### src/rtl/stepint_pkg.sv
// Shared defaults for the acceleration-integrating step generator.
// Assumes: consumers take these as parameter defaults and may override them.
package stepint_pkg;
    localparam int unsigned DEF_AXES  = 3;
    localparam int unsigned DEF_ACC_W = 16;
    localparam int unsigned DEF_SPD_W = 40;
    localparam int unsigned DEF_POS_W = 64;
    localparam int unsigned DEF_DUR_W = 32;
    localparam int unsigned DEF_STEP  = 44;
endpackage

### src/rtl/stepint_seg_queue.sv
// Segment holder: one running slot with a cycle counter plus one waiting slot.
// Assumes: seg_ready depends only on the waiting slot; zero-length segments are dropped.
module stepint_seg_queue #(
    parameter int unsigned N_AXES = 3,
    parameter int unsigned ACC_W  = 16,
    parameter int unsigned DUR_W  = 32
) (
    input  logic                      clk,
    input  logic                      rst_n,
    input  logic                      in_valid,
    output logic                      in_ready,
    input  logic [N_AXES*ACC_W-1:0]   in_acc,
    input  logic [DUR_W-1:0]          in_dur,
    output logic                      run_o,
    output logic [N_AXES*ACC_W-1:0]   run_acc_o,
    output logic                      busy_o
);
    localparam int unsigned VEC_W = N_AXES * ACC_W;

    logic             act_valid, pend_valid;
    logic [VEC_W-1:0] act_acc, pend_acc;
    logic [DUR_W-1:0] act_cnt, pend_dur;
    logic             take, act_last, act_free;

    // Handshake and end-of-segment decode.
    always_comb begin
        take     = in_valid && in_ready && (in_dur != '0);
        act_last = act_valid && (act_cnt == DUR_W'(1));
        act_free = !act_valid || act_last;
    end

    // Running slot: refill from waiting slot first, else straight from input.
    always_ff @(posedge clk) begin
        if (!rst_n) begin
            act_valid <= 1'b0;
            act_acc   <= '0;
            act_cnt   <= '0;
        end else if (act_free) begin
            if (pend_valid) begin
                act_valid <= 1'b1;
                act_acc   <= pend_acc;
                act_cnt   <= pend_dur;
            end else if (take) begin
                act_valid <= 1'b1;
                act_acc   <= in_acc;
                act_cnt   <= in_dur;
            end else begin
                act_valid <= 1'b0;
            end
        end else begin
            act_cnt <= act_cnt - DUR_W'(1);
        end
    end

    // Waiting slot: filled when the running slot cannot take the input.
    always_ff @(posedge clk) begin
        if (!rst_n) begin
            pend_valid <= 1'b0;
            pend_acc   <= '0;
            pend_dur   <= '0;
        end else if (take && !act_free) begin
            pend_valid <= 1'b1;
            pend_acc   <= in_acc;
            pend_dur   <= in_dur;
        end else if (act_free) begin
            pend_valid <= 1'b0;
        end
    end

    assign in_ready  = !pend_valid;
    assign run_o     = act_valid;
    assign run_acc_o = act_acc;
    assign busy_o    = act_valid || pend_valid;

    // a waiting segment takes over with no idle cycle.
    a_r8_no_gap: assert property (@(posedge clk) disable iff (!rst_n)
        (act_last && pend_valid) |=> act_valid);
    // a waiting segment always has a running one ahead of it.
    a_r7_pend_behind_active: assert property (@(posedge clk) disable iff (!rst_n)
        pend_valid |-> act_valid);
    // a zero-length segment offered to an empty holder leaves it empty.
    a_r9_zero_dropped: assert property (@(posedge clk) disable iff (!rst_n)
        (!busy_o && in_valid && in_dur == '0) |=> !busy_o);
endmodule

### src/rtl/stepint_axis.sv
// One axis: speed and position accumulators, step-bit change detector, step/dir register.
// Assumes: SPD_W < STEP_BIT so the step bit changes at most once per cycle.
module stepint_axis #(
    parameter int unsigned ACC_W    = 16,
    parameter int unsigned SPD_W    = 40,
    parameter int unsigned POS_W    = 64,
    parameter int unsigned STEP_BIT = 44
) (
    input  logic             clk,
    input  logic             rst_n,
    input  logic             run_i,
    input  logic [ACC_W-1:0] acc_i,
    output logic             step_o,
    output logic             dir_o,
    output logic [SPD_W-1:0] spd_o,
    output logic [POS_W-1:0] pos_o
);
    localparam int unsigned SEXT_A = SPD_W - ACC_W;
    localparam int unsigned SEXT_S = POS_W - SPD_W;

    logic [ACC_W-1:0] acc_eff;
    logic [SPD_W-1:0] spd_q, spd_next;
    logic [POS_W-1:0] pos_q, pos_next;
    logic             bit_prev, step_q, dir_q;

    // Double integration; the updated speed feeds position in the same cycle.
    always_comb begin
        acc_eff  = run_i ? acc_i : '0;
        spd_next = spd_q + {{SEXT_A{acc_eff[ACC_W-1]}}, acc_eff};
        pos_next = pos_q + {{SEXT_S{spd_next[SPD_W-1]}}, spd_next};
    end

    // Accumulator registers.
    always_ff @(posedge clk) begin
        if (!rst_n) begin
            spd_q <= '0;
            pos_q <= '0;
        end else begin
            spd_q <= spd_next;
            pos_q <= pos_next;
        end
    end

    // Step pulse on a step-bit change seen one cycle earlier, with the speed sign.
    always_ff @(posedge clk) begin
        if (!rst_n) begin
            bit_prev <= 1'b0;
            step_q   <= 1'b0;
            dir_q    <= 1'b0;
        end else begin
            bit_prev <= pos_q[STEP_BIT];
            step_q   <= pos_q[STEP_BIT] ^ bit_prev;
            dir_q    <= spd_q[SPD_W-1];
        end
    end

    assign step_o = step_q;
    assign dir_o  = dir_q;
    assign spd_o  = spd_q;
    assign pos_o  = pos_q;

    // no running segment means the speed does not move.
    a_r6_speed_holds: assert property (@(posedge clk) disable iff (!rst_n)
        !run_i |=> (spd_q == $past(spd_q)));
    // a step-bit change visible on the position is followed by a pulse.
    a_r4_change_steps: assert property (@(posedge clk) disable iff (!rst_n)
        (pos_q[STEP_BIT] != $past(pos_q[STEP_BIT])) |=> step_o);
endmodule

### src/rtl/stepint_gen.sv
// Top: segment holder feeding N_AXES integrating step generators.
// Assumes: axis i acceleration sits in seg_accel slice i; outputs are flat per-axis slices.
module stepint_gen
    import stepint_pkg::*;
#(
    parameter int unsigned N_AXES   = DEF_AXES,
    parameter int unsigned ACC_W    = DEF_ACC_W,
    parameter int unsigned SPD_W    = DEF_SPD_W,
    parameter int unsigned POS_W    = DEF_POS_W,
    parameter int unsigned DUR_W    = DEF_DUR_W,
    parameter int unsigned STEP_BIT = DEF_STEP
) (
    input  logic                      clk,
    input  logic                      rst_n,
    input  logic                      seg_valid,
    output logic                      seg_ready,
    input  logic [N_AXES*ACC_W-1:0]   seg_accel,
    input  logic [DUR_W-1:0]          seg_cycles,
    output logic [N_AXES-1:0]         step_o,
    output logic [N_AXES-1:0]         dir_o,
    output logic                      busy_o,
    output logic [N_AXES*SPD_W-1:0]   speed_o,
    output logic [N_AXES*POS_W-1:0]   position_o
);
    logic                    run;
    logic [N_AXES*ACC_W-1:0] run_acc;

    stepint_seg_queue #(.N_AXES(N_AXES), .ACC_W(ACC_W), .DUR_W(DUR_W)) u_queue (
        .clk       (clk),
        .rst_n     (rst_n),
        .in_valid  (seg_valid),
        .in_ready  (seg_ready),
        .in_acc    (seg_accel),
        .in_dur    (seg_cycles),
        .run_o     (run),
        .run_acc_o (run_acc),
        .busy_o    (busy_o)
    );

    for (genvar g = 0; g < N_AXES; g++) begin : g_axis
        stepint_axis #(.ACC_W(ACC_W), .SPD_W(SPD_W), .POS_W(POS_W), .STEP_BIT(STEP_BIT)) u_axis (
            .clk    (clk),
            .rst_n  (rst_n),
            .run_i  (run),
            .acc_i  (run_acc[g*ACC_W +: ACC_W]),
            .step_o (step_o[g]),
            .dir_o  (dir_o[g]),
            .spd_o  (speed_o[g*SPD_W +: SPD_W]),
            .pos_o  (position_o[g*POS_W +: POS_W])
        );
    end

    // an idle generator always offers a free slot.
    a_r10_idle_ready: assert property (@(posedge clk) disable iff (!rst_n)
        !busy_o |-> seg_ready);
endmodule

### config.mk
export PLATFORM = sky130hd
export DESIGN_NAME = stepint_gen
export DESIGN_NICKNAME = d
export VERILOG_FILES = /design/src/rtl/stepint_pkg.sv /design/src/rtl/stepint_seg_queue.sv /design/src/rtl/stepint_axis.sv /design/src/rtl/stepint_gen.sv
export SDC_FILE = /design/constraint.sdc
export NUM_CORES = 1
export LEC_CHECK = 0
export BUFFER_PORTS_ARGS = -buffer_cell sky130_fd_sc_hd__buf_2
export CORE_MARGIN = 2
export CORE_UTILIZATION = 25
export DETAILED_ROUTE_END_ITERATION = 16
export MAX_ROUTING_LAYER = met4
export SLEW_MARGIN = 20
export SYNTH_ARGS = -nofsm -noshare
export SYNTH_HDL_FRONTEND = slang
export SYNTH_HIERARCHICAL = 1
export SYNTH_SLANG_ARGS = --single-unit
### constraint.sdc
create_clock -name clk -period 16.9 [get_ports clk]
set_clock_uncertainty 0.1 [all_clocks]
set_input_delay 2.535 -clock clk [delete_from_list [all_inputs] [get_ports clk]]
set_output_delay 2.535 -clock clk [all_outputs]
set_load 0.01 [all_outputs]
# Word level (Yosys, flattened, before mapping)
# Cells that the tools add are included.
dict set report word_totals {
  elab_cells 58
  inputBits 83
  out_inout_bits 320
  register_bits 483
}
dict set report classes {
  reduce_logical 13
  mux 12
  add_sub_neg 7
  eq_ne 2
  bitwise_logic 3
}
# operator count
set ops {}
lappend ops {{$add 64x64->64} 3}
lappend ops {{$add 40x40->40} 3}
lappend ops {{$mux 32} 3}
lappend ops {{$mux 48} 2}
lappend ops {{$mux 16} 3}
lappend ops {{$eq 32x1->1 const B} 1}
lappend ops {{$reduce_bool 32->1} 1}
lappend ops {{$sub 32x1->32 const B} 1}
lappend ops {{$logic_and 1x1->1} 4}
lappend ops {{$mux 1} 4}
lappend ops {{$reduce_bool 2->1} 2}
lappend ops {{$logic_not 1->1} 3}
lappend ops {{$ne 3x1->1 const B} 1}
lappend ops {{$xor 1x1->1} 3}
lappend ops {{$logic_or 1x1->1} 2}
lappend ops {{$reduce_and 2->1} 1}

# Logic depth before layout (Yosys ltp)
# Gate-level depths: netlist of the first run.
dict set report logic_depth {
  depth_word 6
  ltp_mapped 25
  depth_no_buf 24
}

# Cells and area by module
# The synthesis of the first run kept the hierarchy.
# mod cells_per_inst area_each_um2 seq_area_each_um2 instances
set modules_own_cells {}
lappend modules_own_cells {{stepint_axis (g_axis[1].u_axis)} 1166 9069.9 2142.1 1}
lappend modules_own_cells {{stepint_axis (g_axis[0].u_axis)} 1171 9037.4 2142.1 1}
lappend modules_own_cells {{stepint_axis (g_axis[2].u_axis)} 1117 8733.4 2142.1 1}
lappend modules_own_cells {stepint_seg_queue 868 7224.4 3243.1 1}

# Least setup slack after synthesis of the first run
# Ideal clock, no wire load.
dict set report synth_timing {
  kind {register -> register}
  start {reg u_queue.act_valid (netlist: u_queue/run_o)}
  end {reg g_axis[2].u_axis.pos_q[61]}
  slack_ns 10.524
  setup_time_ns 0.072
  n_path_buf 2
  period_less_slack_ns 6.376
  stages_incl_launch_ff 23
  arrival_ns 6.204
  required_time_ns 16.728
  cell_sequence {dfxtp_1 -> clkbuf_1 -> and2_1 -> ha_1 -> buf_2 -> o21a_1 -> nor2_1 -> nor4b_2 -> nor3_1 -> o41ai_2 -> a211oi_1 -> xnor2_1 -> ha_1 -> inv_1 -> o21bai_1 -> a21oi_1 -> nor2b_1 -> o21ai_0 -> or4b_2 -> a311oi_1 -> nor2_1 -> a21oi_1 -> mux2i_1}
}
dict set report synth_between {
  elab_chain_len 3
}
# item line_no
set synth_lines {}
lappend synth_lines {{from (decl)} stepint_seg_queue.sv:20} ;# logic act_valid, pend_valid;
lappend synth_lines {{from (signal assigned)} stepint_seg_queue.sv:35} ;# act_valid <= 1'b0;
lappend synth_lines {{from (signal assigned)} stepint_seg_queue.sv:40} ;# act_valid <= 1'b1;
lappend synth_lines {{from (signal assigned)} stepint_seg_queue.sv:44} ;# act_valid <= 1'b1;
lappend synth_lines {{$mux 16} stepint_axis.sv:28} ;# acc_eff = run_i ? acc_i : '0;
lappend synth_lines {{$add 40x40->40} stepint_axis.sv:29} ;# spd_next = spd_q + {{SEXT_A{acc_eff[ACC_W-1]}}, acc_eff};
lappend synth_lines {{via g_axis[2].u_axis.spd_next[39]} stepint_axis.sv:22} ;# logic [SPD_W-1:0] spd_q, spd_next;
lappend synth_lines {{$add 64x64->64} stepint_axis.sv:30} ;# pos_next = pos_q + {{SEXT_S{spd_next[SPD_W-1]}}, spd_next};
lappend synth_lines {{to (signal assigned)} stepint_axis.sv:40} ;# pos_q <= pos_next;
lappend synth_lines {{to (decl)} stepint_axis.sv:23} ;# logic [POS_W-1:0] pos_q, pos_next;
# The timed path passes the listed nets, and every way through them passes these cells.
# A chain may end at the register's enable or synchronous reset.

# Worst setup path in the final report of the first run
dict set report layout_timing {
  start {reg u_queue.act_valid (netlist: u_queue/run_o)}
  end {reg g_axis[1].u_axis.pos_q[50]}
}
dict set report layout_between {
  elab_chain_len 3
}
# item line_no
set layout_lines {}
lappend layout_lines {{$mux 16} stepint_axis.sv:28}
lappend layout_lines {{$add 40x40->40} stepint_axis.sv:29}
lappend layout_lines {{via g_axis[1].u_axis.spd_next[24]} stepint_axis.sv:22}
lappend layout_lines {{$add 64x64->64} stepint_axis.sv:30}
lappend layout_lines {{to (signal assigned)} stepint_axis.sv:40}
lappend layout_lines {{to (decl)} stepint_axis.sv:23}
# The timed path passes the listed nets, and every way through them passes these cells.

==> results of run 1 <==
stage by stage:
| stage | utilization [%] | power (mW) | cell area, um2 | std cells | hold slack, ps |
|---|---|---|---|---|---|
| 4_1_cts | 29.3 | 4.40 | 39600 | 6391 | 353 |
| 3_3_place_gp | 27.7 | 2.94 | 37500 | 6277 | 338 |
| 3_5_place_dp | 27.7 | 2.95 | 37500 | 6277 | 345 |
| 2_1_floorplan | - | 2.46 | 34100 | 4322 | 332 |
| 5_1_grt | 29.3 | 4.61 | 39700 | 6411 | 368 |
| 6_report | 29.3 | 4.35 | 39700 | 6412 | 352 |
sequential cells by signal (all words and copies together), names as in the netlist:
| register | flops |
|---|---|
| g_axis.u_axis/spd_o | 120 |
| g_axis.u_axis/bit_prev | 3 |
| u_queue/pend_valid | 1 |
| u_queue/run_o | 1 |
| u_queue/pend_dur | 32 |
| g_axis.u_axis/pos_o | 192 |
| g_axis.u_axis/dir_o | 3 |
| u_queue/run_acc_o | 48 |
| u_queue/pend_acc | 48 |
| u_queue/act_cnt | 32 |
| g_axis.u_axis/step_o | 3 |
routing by layer:
layer,global-route usage (%),up-vias,wire (um)
li1,-,16200,-
met1,23.0,15700,57500
met2,26.3,952,54100
met3,4.46,129,8900
met4,3.80,0,2520
met5,-,-,0
cell families (layout without fill, tap and decap cells):
logic type	after synthesis	count (layout)	synth area share, %
DFF	483	483	28.4
adders and majority gates	262	262	9.74
xor gates and xnor gates	272	272	7.10
other	0	20	0
AOI/OAI and AO/OA	1195	1195	23.4
buffers and inverters	345	634	4.12
and+or+nand+nor	1649	1649	23.9
muxes	116	116	3.43
power by group:
group          leakage (nW)  switching [mW]  internal, mW
logic                  12.5           0.912         0.564
registers              3.96           0.162          1.30
clock network          1.05           0.582         0.830
critical path, stage by stage, from the launching register on:
cell and delay, ps:
dfxtp_2 310, buf_4 500, and2_1 250, ha_1 200
inv_1 70, fa_1 400, nor2b_1 120, o21ai_1 80
a21boi_1 310, o41ai_1 130, o211ai_1 310, nand2_1 320
maj3_1 400, o22ai_1 260, xnor2_1 120, ha_1 490
and3_1 250, nand2_1 100, nor3_1 230, or3_1 160
o21ai_1 140, a2111oi_0 960, o21ai_0 260, and3_1 240
o21a_1 160
final cells by class:
cell class,count,area (um2),area share [%]
Tap cell,1781,2230,5.61
Clock buffer,90,1880,4.74
Antenna cell,20,50.0,0.126
Sequential cell,483,9670,24.4
Timing Repair Buffer,423,2200,5.53
Clock inverter,24,259,0.653
Inverter,97,367,0.924
Multi-Input combinational cell,3494,23000,58.0
worst paths after layout:
check	from	end	slack, ps
setup / recovery	u_queue/run_o	g_axis[1].u_axis/pos_o[50]	9910
hold / removal	u_queue/pend_acc[37]	u_queue/pend_acc[37]	350
setup reg to reg	u_queue/run_o	g_axis[1].u_axis/pos_o[50]	9910
hold reg to reg	u_queue/pend_acc[37]	u_queue/pend_acc[37]	350
cell usage in the layout, fill, tap and decap left out, types with 158 or more instances in the layout:
cell type  count
dfxtp_1      481
nand2_1      468
buf_2        401
nor2_1       392
a21oi_1      360
ha_1         254
and2_1       196
xnor2_1      182
a21o_1       167
o21ai_0      158
==> impl_metrics.ini, run 1 <==
[finish]
fillers = 14600
drive_gt1_share_pct = 13.3
area_delta_synth_final_pct = 16.5
fin_nets = 4908

[floorplan]
start_util_pct = 25.2
coreArea_um2 = 135000
ios = 403
placementRows = 135
fp.dieArea_um2 = 139000
die_h_um = 373
die_w_um = 373

[critical_path]
worstSetupStartpointType = flop
required_ps = 17330
critical_path_arrival_ps = 7430
cp_max_fo = 56
path_class = reg -> reg
cp-end-kind = flop
worst_r2r_path_depth = 24

[synth]
syn_area_per_cell_um2 = 7.88
syn_nets = 4665
synth_cell_types = 114
synth_top_area_share_pct = 28.4
yosys-top-cells-area = dfxtp_1 28%, ha_1 9.3%, a21oi_1 5.3%
async_flop_share_pct = 0
ys_warn_count = 6
synth_ff_type = dfxtp_1
ys_ff_latch = 483
synth.largest_area_cell = dfxtp_1
synth_common_cells = 483 x dfxtp_1, 469 x nand2_1, 392 x nor2_1
post-synth-top-count-cell = dfxtp_1
synth-edff-count = 0
ys_seq_area_share_pct = 28.4
syn_inst = 4322
syn_area_um2 = 34100

[timing]
fin_setup_tns_ps = 0
fin_crit_ps = 6990
hold_viol = 0
setup_ws_ps = 9910
rsz0062_at_grt = false
fmax_mhz = 143
tightestPinTransition_ps = 1050
max_slew_margin_pct = 28.1
setup_violations = 0
drv_slew = 0
min_period_over_period_pct = 41.4

[clocking]
ctsResizeCount = 0
insertion_delay_ps = 650
path_clk_slew_ps = 50
cts_inserted_buffers = 66
post-cts-setup-buffer-count = 0
tritoncts = yes
cts_hold_buf = 0
cts-root-buf = clkbuf_16
htreeDepth = 3
numClockSinks = 483
cts_max_path_buffers = 3

[flow_run]
cap_violations = 0

[power_and_ir_drop]
p_per_area_nw_per_um2 = 110
peakVddDrop_mv = 0.0663
power_leakage_nw = 17.5

[global_route]
grt_max_degree = 99
antenna_found_initial = 26
track_usage_pct = 17.3
gr-total-overflow = 0
grt_pass1_vias = 30400
grt_pass1_wl_mm = 186

[place]
pre_cts_ws_ps = 9900
place_hpwl_mm = 94.5
io_buffers = 402
gp_congestion = 0.929

[drt]
ant_nets = 0
drt_iter0_drc = 2592
post_drt_wl_per_cell_um = 19.2
post-route-drc-count = 0
firstDrtPassIters = 9
routed_wl_mm = 123
vias = 33000
vias_per_cell = 5.15

[status]
status = completed

[hold_path]
hold_class = reg -> reg
whs_path_depth = 2
No activity file was read; power rests on OpenSTA's default activity.
==> run 2, diff against run 1 <==
- clock period: 16.9 -> 6.7 ns (I/O delays scaled with it)
==> run 2 against run 1 <==
  * Final cell count increased by 0.31%
  * Sequential power rose to 2.5 times the previous value
  * Critical path depth down 3
  * Routed wire length is 1.0% higher
==> impl_metrics.ini, run 2 (synthesized netlist as in run 1, its figures left out) <==
[status]
status = completed

[timing]
drv_slew = 0
min_period_over_period_pct = 94.0
setup_ws_ps = 402
tightestPinTransition_ps = 1030
fin_setup_tns_ps = 0
hold_viol = 0
fmax_mhz = 159
rsz0062_at_grt = false
max_slew_margin_pct = 29.5
setup_violations = 0
fin_crit_ps = 6300

[finish]
postLayoutCellArea_um2 = 39900
mostFrequentLayoutCells = 481 x dfxtp_1, 469 x nand2_1, 401 x buf_2
layout_commonest_cell = dfxtp_1
largest_reg_flops = 192
multiInputGateArea_um2 = 23100
area_delta_synth_final_pct = 17.3
fillers = 14500
drive_gt1_share_pct = 13.8
final_cells = 6432
seqCellArea_um2 = 9680
fin_nets = 4926

[clocking]
cts_max_path_buffers = 3
tritoncts = yes
cts_inserted_buffers = 66
numClockSinks = 483
htreeDepth = 3
post-cts-setup-buffer-count = 0
insertion_delay_ps = 680
cts-root-buf = clkbuf_16
path_clk_slew_ps = 60

[global_route]
grt_pass1_vias = 31000
antenna_found_initial = 20
gr-total-overflow = 0
met1_usage_pct = 23.7
gr-usage-met3_pct = 4.11
grt_pass1_wl_mm = 189
grt_max_degree = 81
met2_usage_pct = 26.3
track_usage_pct = 17.7
busiest_layer = met2

[power_and_ir_drop]
peakVddDrop_mv = 0.177
p_per_area_nw_per_um2 = 279
power_mw = 11.2
power_leakage_nw = 17.7

[critical_path]
r2r_setup_slack_ps = 400
cp_max_fo = 23
required_ps = 7200
cp-end-kind = flop
path_class = reg -> reg
critical_path_arrival_ps = 6790
worstSetupStartpointType = flop

[place]
place_hpwl_mm = 95.5
pre_cts_ws_ps = 75.8
io_buffers = 402
dpl.cell_count = 6296
placed_area_um2 = 37600
gp_congestion = 0.924

[floorplan]
coreArea_um2 = 135000
placementRows = 135
die_h_um = 373
die_w_um = 373
fp.dieArea_um2 = 139000
ios = 403
start_util_pct = 25.2

[drt]
firstDrtPassIters = 6
vias_per_cell = 5.14
drt_iter0_drc = 2578
post_drt_wl_per_cell_um = 19.3
routed_wl_mm = 124
ant_nets = 0
vias = 33000
post-route-drc-count = 0

[hold_path]
hold_class = reg -> reg

[flow_run]
cap_violations = 0
-- run 2: cell types whose count changed in the layout (fill, tap and decap cells not counted), sizes merged --
cell	change
clkinvlp	-1
clkbuf	+2
diode	-3
buf	+18
clkinv	+2
bufinv	+2
-- run 2: worst paths after layout --
check / from / endpoint / cells past startpoint
setup / recovery: u_queue/run_o / g_axis[2].u_axis/pos_o[61] / 21
hold / removal: u_queue/pend_dur[11] / u_queue/pend_dur[11] / 2
setup reg to reg: u_queue/run_o / g_axis[2].u_axis/pos_o[61] / 21
hold reg to reg: u_queue/pend_dur[11] / u_queue/pend_dur[11] / 2
-- run 2: worst max-delay path: stages (launching register included) --
cell and delay, ps:
dfxtp_4 420, and2_1 180, ha_1 360, and3_1 310, nor4b_2 410, nor3_1 100
buf_4 180, o41ai_2 320, buf_4 190, a211oi_1 130, xnor2_2 690, ha_1 440
inv_1 150, o21bai_1 100, a21oi_1 190, nor2b_1 60, o21ai_0 230, or4b_2 610
a311oi_1 440, nor2_1 140, a21oi_1 260, mux2i_1 210
-- run 2: layout make-up --
cell class	instances	share of cell area, %
multi-input combinational	3494	57.7
timing repair buffer	441	5.82
antenna	17	0.106
clock inverter	27	0.915
inverter	97	0.918
tap	1781	5.58
sequential	483	24.2
clock buffer	92	4.70
-- run 2: what timing repair did --
item                                   4_1_cts  5_1_grt
endpoints found under the hold margin        0        0
setup endpoints to repair                    0       28
gates resized for setup                      0        9
hold buffers                                 0        0
-- run 2: per-stage QoR --
stage	hold WS, ps	util [%]
finish	349	29.5
global route	366	29.5
CTS	352	29.5
detailed placement	344	27.8
global placement	338	27.8
floorplan	332	-
-- run 2: metal layers --
metal  vias up  routed length (um)
li1      16200                   -
met2      1003               53700
met1     15700               58700
met4         0                2980
met3       153                8960
met5         -                   0
-- run 2: power breakdown --
part / internal [mW] / total (mW) / switching (mW)
combinational: 1.43 / 3.74 / 2.31
clock: 2.18 / 3.72 / 1.54
sequential: 3.28 / 3.69 / 0.412
==> run 3, diff against run 2 <==
- PLACE_DENSITY_LB_ADDON: not set -> 0.1
==> run 3 against run 2 <==
  * Register-to-register slack better by 90 ps
  * Utilization rose by 0.26 points
  * Global-route usage grew 1.0 points
  * Sequential share of layout area fell by 0.21 points
  * Worst setup slack improved by 89 ps
  * Flip-flop and latch count unchanged
  * Die area unchanged
  * Final cell count rose by 0.54%
  * Clock power is 3% higher
  * Non-clock buffer count increased by 26
  * Worst hold slack better by 1.6 ps
  * Critical path type unchanged
  * Highest routed layer unchanged
==> impl_metrics.ini, run 3 (synthesized netlist as in run 1, its figures left out) <==
[critical_path]
r2r_setup_slack_ps = 490
critical_path_arrival_ps = 6650
cp-end-kind = flop
r2r_end = g_axis[2].u_axis/pos_o[63]
worst_r2r_path_depth = 23
path_class = reg -> reg
timing.rr.start = u_queue/run_o
worstSetupStartpointType = flop
required_ps = 7140
cp_max_fo = 20

[floorplan]
die_h_um = 373
ios = 403
coreArea_um2 = 135000
fp.dieArea_um2 = 139000
die_w_um = 373
placementRows = 135
start_util_pct = 25.2

[status]
status = completed

[timing]
fin_setup_tns_ps = 0
hold_viol = 0
fin_crit_ps = 6210
max_slew_margin_pct = 33.2
drv_slew = 0
fmax_mhz = 161
rsz0062_at_grt = false
setup_violations = 0
min_period_over_period_pct = 92.7
tightestPinTransition_ps = 1000

[drt]
drt_iter0_drc = 1959
post-route-drc-count = 0
vias_per_cell = 5.04
routed_wl_mm = 131
firstDrtPassIters = 5
ant_nets = 0
vias = 32600
post_drt_wl_per_cell_um = 20.3

[place]
gp_congestion = 0.883
place_hpwl_mm = 101
io_buffers = 402
placed_area_um2 = 37800

[clocking]
insertion_delay_ps = 680
tritoncts = yes
cts_max_path_buffers = 3
numClockSinks = 483
path_clk_slew_ps = 60
cts_inserted_buffers = 72
cts_hold_buf = 0
htreeDepth = 3
cts-root-buf = clkbuf_16

[global_route]
track_usage_pct = 18.7
antenna_found_initial = 26
gr-total-overflow = 0
grt_max_degree = 84
grt_pass1_wl_mm = 198
grt_pass1_vias = 30900

[flow_run]
cap_violations = 0

[finish]
layout_commonest_cell = dfxtp_1
largest_reg_flops = 192
fin_nets = 4958
postLayoutCellArea_um2 = 40300
drive_gt1_share_pct = 14.4
fillers = 14800
area_delta_synth_final_pct = 18.3
mostFrequentLayoutCells = 481 x dfxtp_1, 469 x nand2_1, 401 x buf_2

[power_and_ir_drop]
power_leakage_nw = 17.9
p_per_area_nw_per_um2 = 281
peakVddDrop_mv = 0.168

[hold_path]
whs_path_depth = 2
hold_path.startpoint = u_queue/pend_dur[13]
hold_path_end = u_queue/pend_dur[13]
hold_class = reg -> reg
[run 3: how the worst max path moves through the flow]
| stage | from | end | slack (ps) | cells past startpoint |
|---|---|---|---|---|
| floorplan | u_queue/run_o | g_axis[2].u_axis/pos_o[61] | 320 | 22 |
| global route | u_queue/run_o | g_axis[0].u_axis/pos_o[57] | 20 | 24 |
| detailed placement | u_queue/run_o | g_axis[1].u_axis/pos_o[62] | 270 | 21 |
| CTS | u_queue/run_o | g_axis[2].u_axis/pos_o[56] | 210 | 19 |
| finish | u_queue/run_o | g_axis[2].u_axis/pos_o[63] | 490 | 23 |
| global placement | u_queue/run_o | g_axis[1].u_axis/pos_o[62] | 300 | 21 |
[run 3: final cells by class]
type | instances | area, um2 | area share [%]
Multi-Input combinational cell | 3494 | 23100 | 57.2
Sequential cell | 483 | 9680 | 24.0
Timing Repair Buffer | 467 | 2540 | 6.31
Tap cell | 1781 | 2230 | 5.53
Clock buffer | 104 | 2110 | 5.24
Inverter | 97 | 367 | 0.910
Clock inverter | 21 | 251 | 0.624
Antenna cell | 20 | 50.0 | 0.124
[run 3: stage by stage]
| stage | cells | setup slack [ps] | hold WS (ps) | utilization [%] | power, mW |
|---|---|---|---|---|---|
| finish | 6467 | 491 | 351 | 29.8 | 11.3 |
| CTS | 6446 | 209 | 353 | 29.7 | 11.6 |
| detailed placement | 6321 | 271 | 345 | 27.9 | 7.57 |
| global route | 6465 | 20.6 | 364 | 29.8 | 12.1 |
| global placement | 6321 | 299 | 338 | 27.9 | 7.59 |
| floorplan | 4322 | 324 | 332 | - | 6.20 |
[run 3: power by group]
group	internal (mW)	switching (mW)
logic	1.45	2.33
registers	3.28	0.435
clock network	2.25	1.60
total	6.98	4.36
[run 3: metal layers]
metal,GRT usage (%),wire length [um],up-vias
li1,-,-,16300
met1,25.2,63000,15400
met2,28.0,57600,719
met3,4.06,7410,155
met4,5.08,3460,0
met5,-,0,-
[run 3: critical path, stage by stage (launching register included)]
cell and delay [ps]:
dfxtp_4 420, and2_1 170, ha_1 190, inv_1 80, fa_1 210, nor2b_1 60, o21ai_0 220, a211oi_1 110
or4_1 640, nand3_1 190, a31oi_1 130, nor2_1 370, xnor2_1 180, ha_1 400, a21o_1 210, a21o_1 180
a21o_1 200, a221o_1 410, a32o_1 240, a31o_2 260, a31oi_1 510, o41ai_1 220, xor3_1 200, and2_1 160
[run 3: what timing repair did]
item                                    in CTS  in global routing
gates resized for setup                      0                  7
setup buffers                                0                  0
endpoints found under the setup margin       0                 28
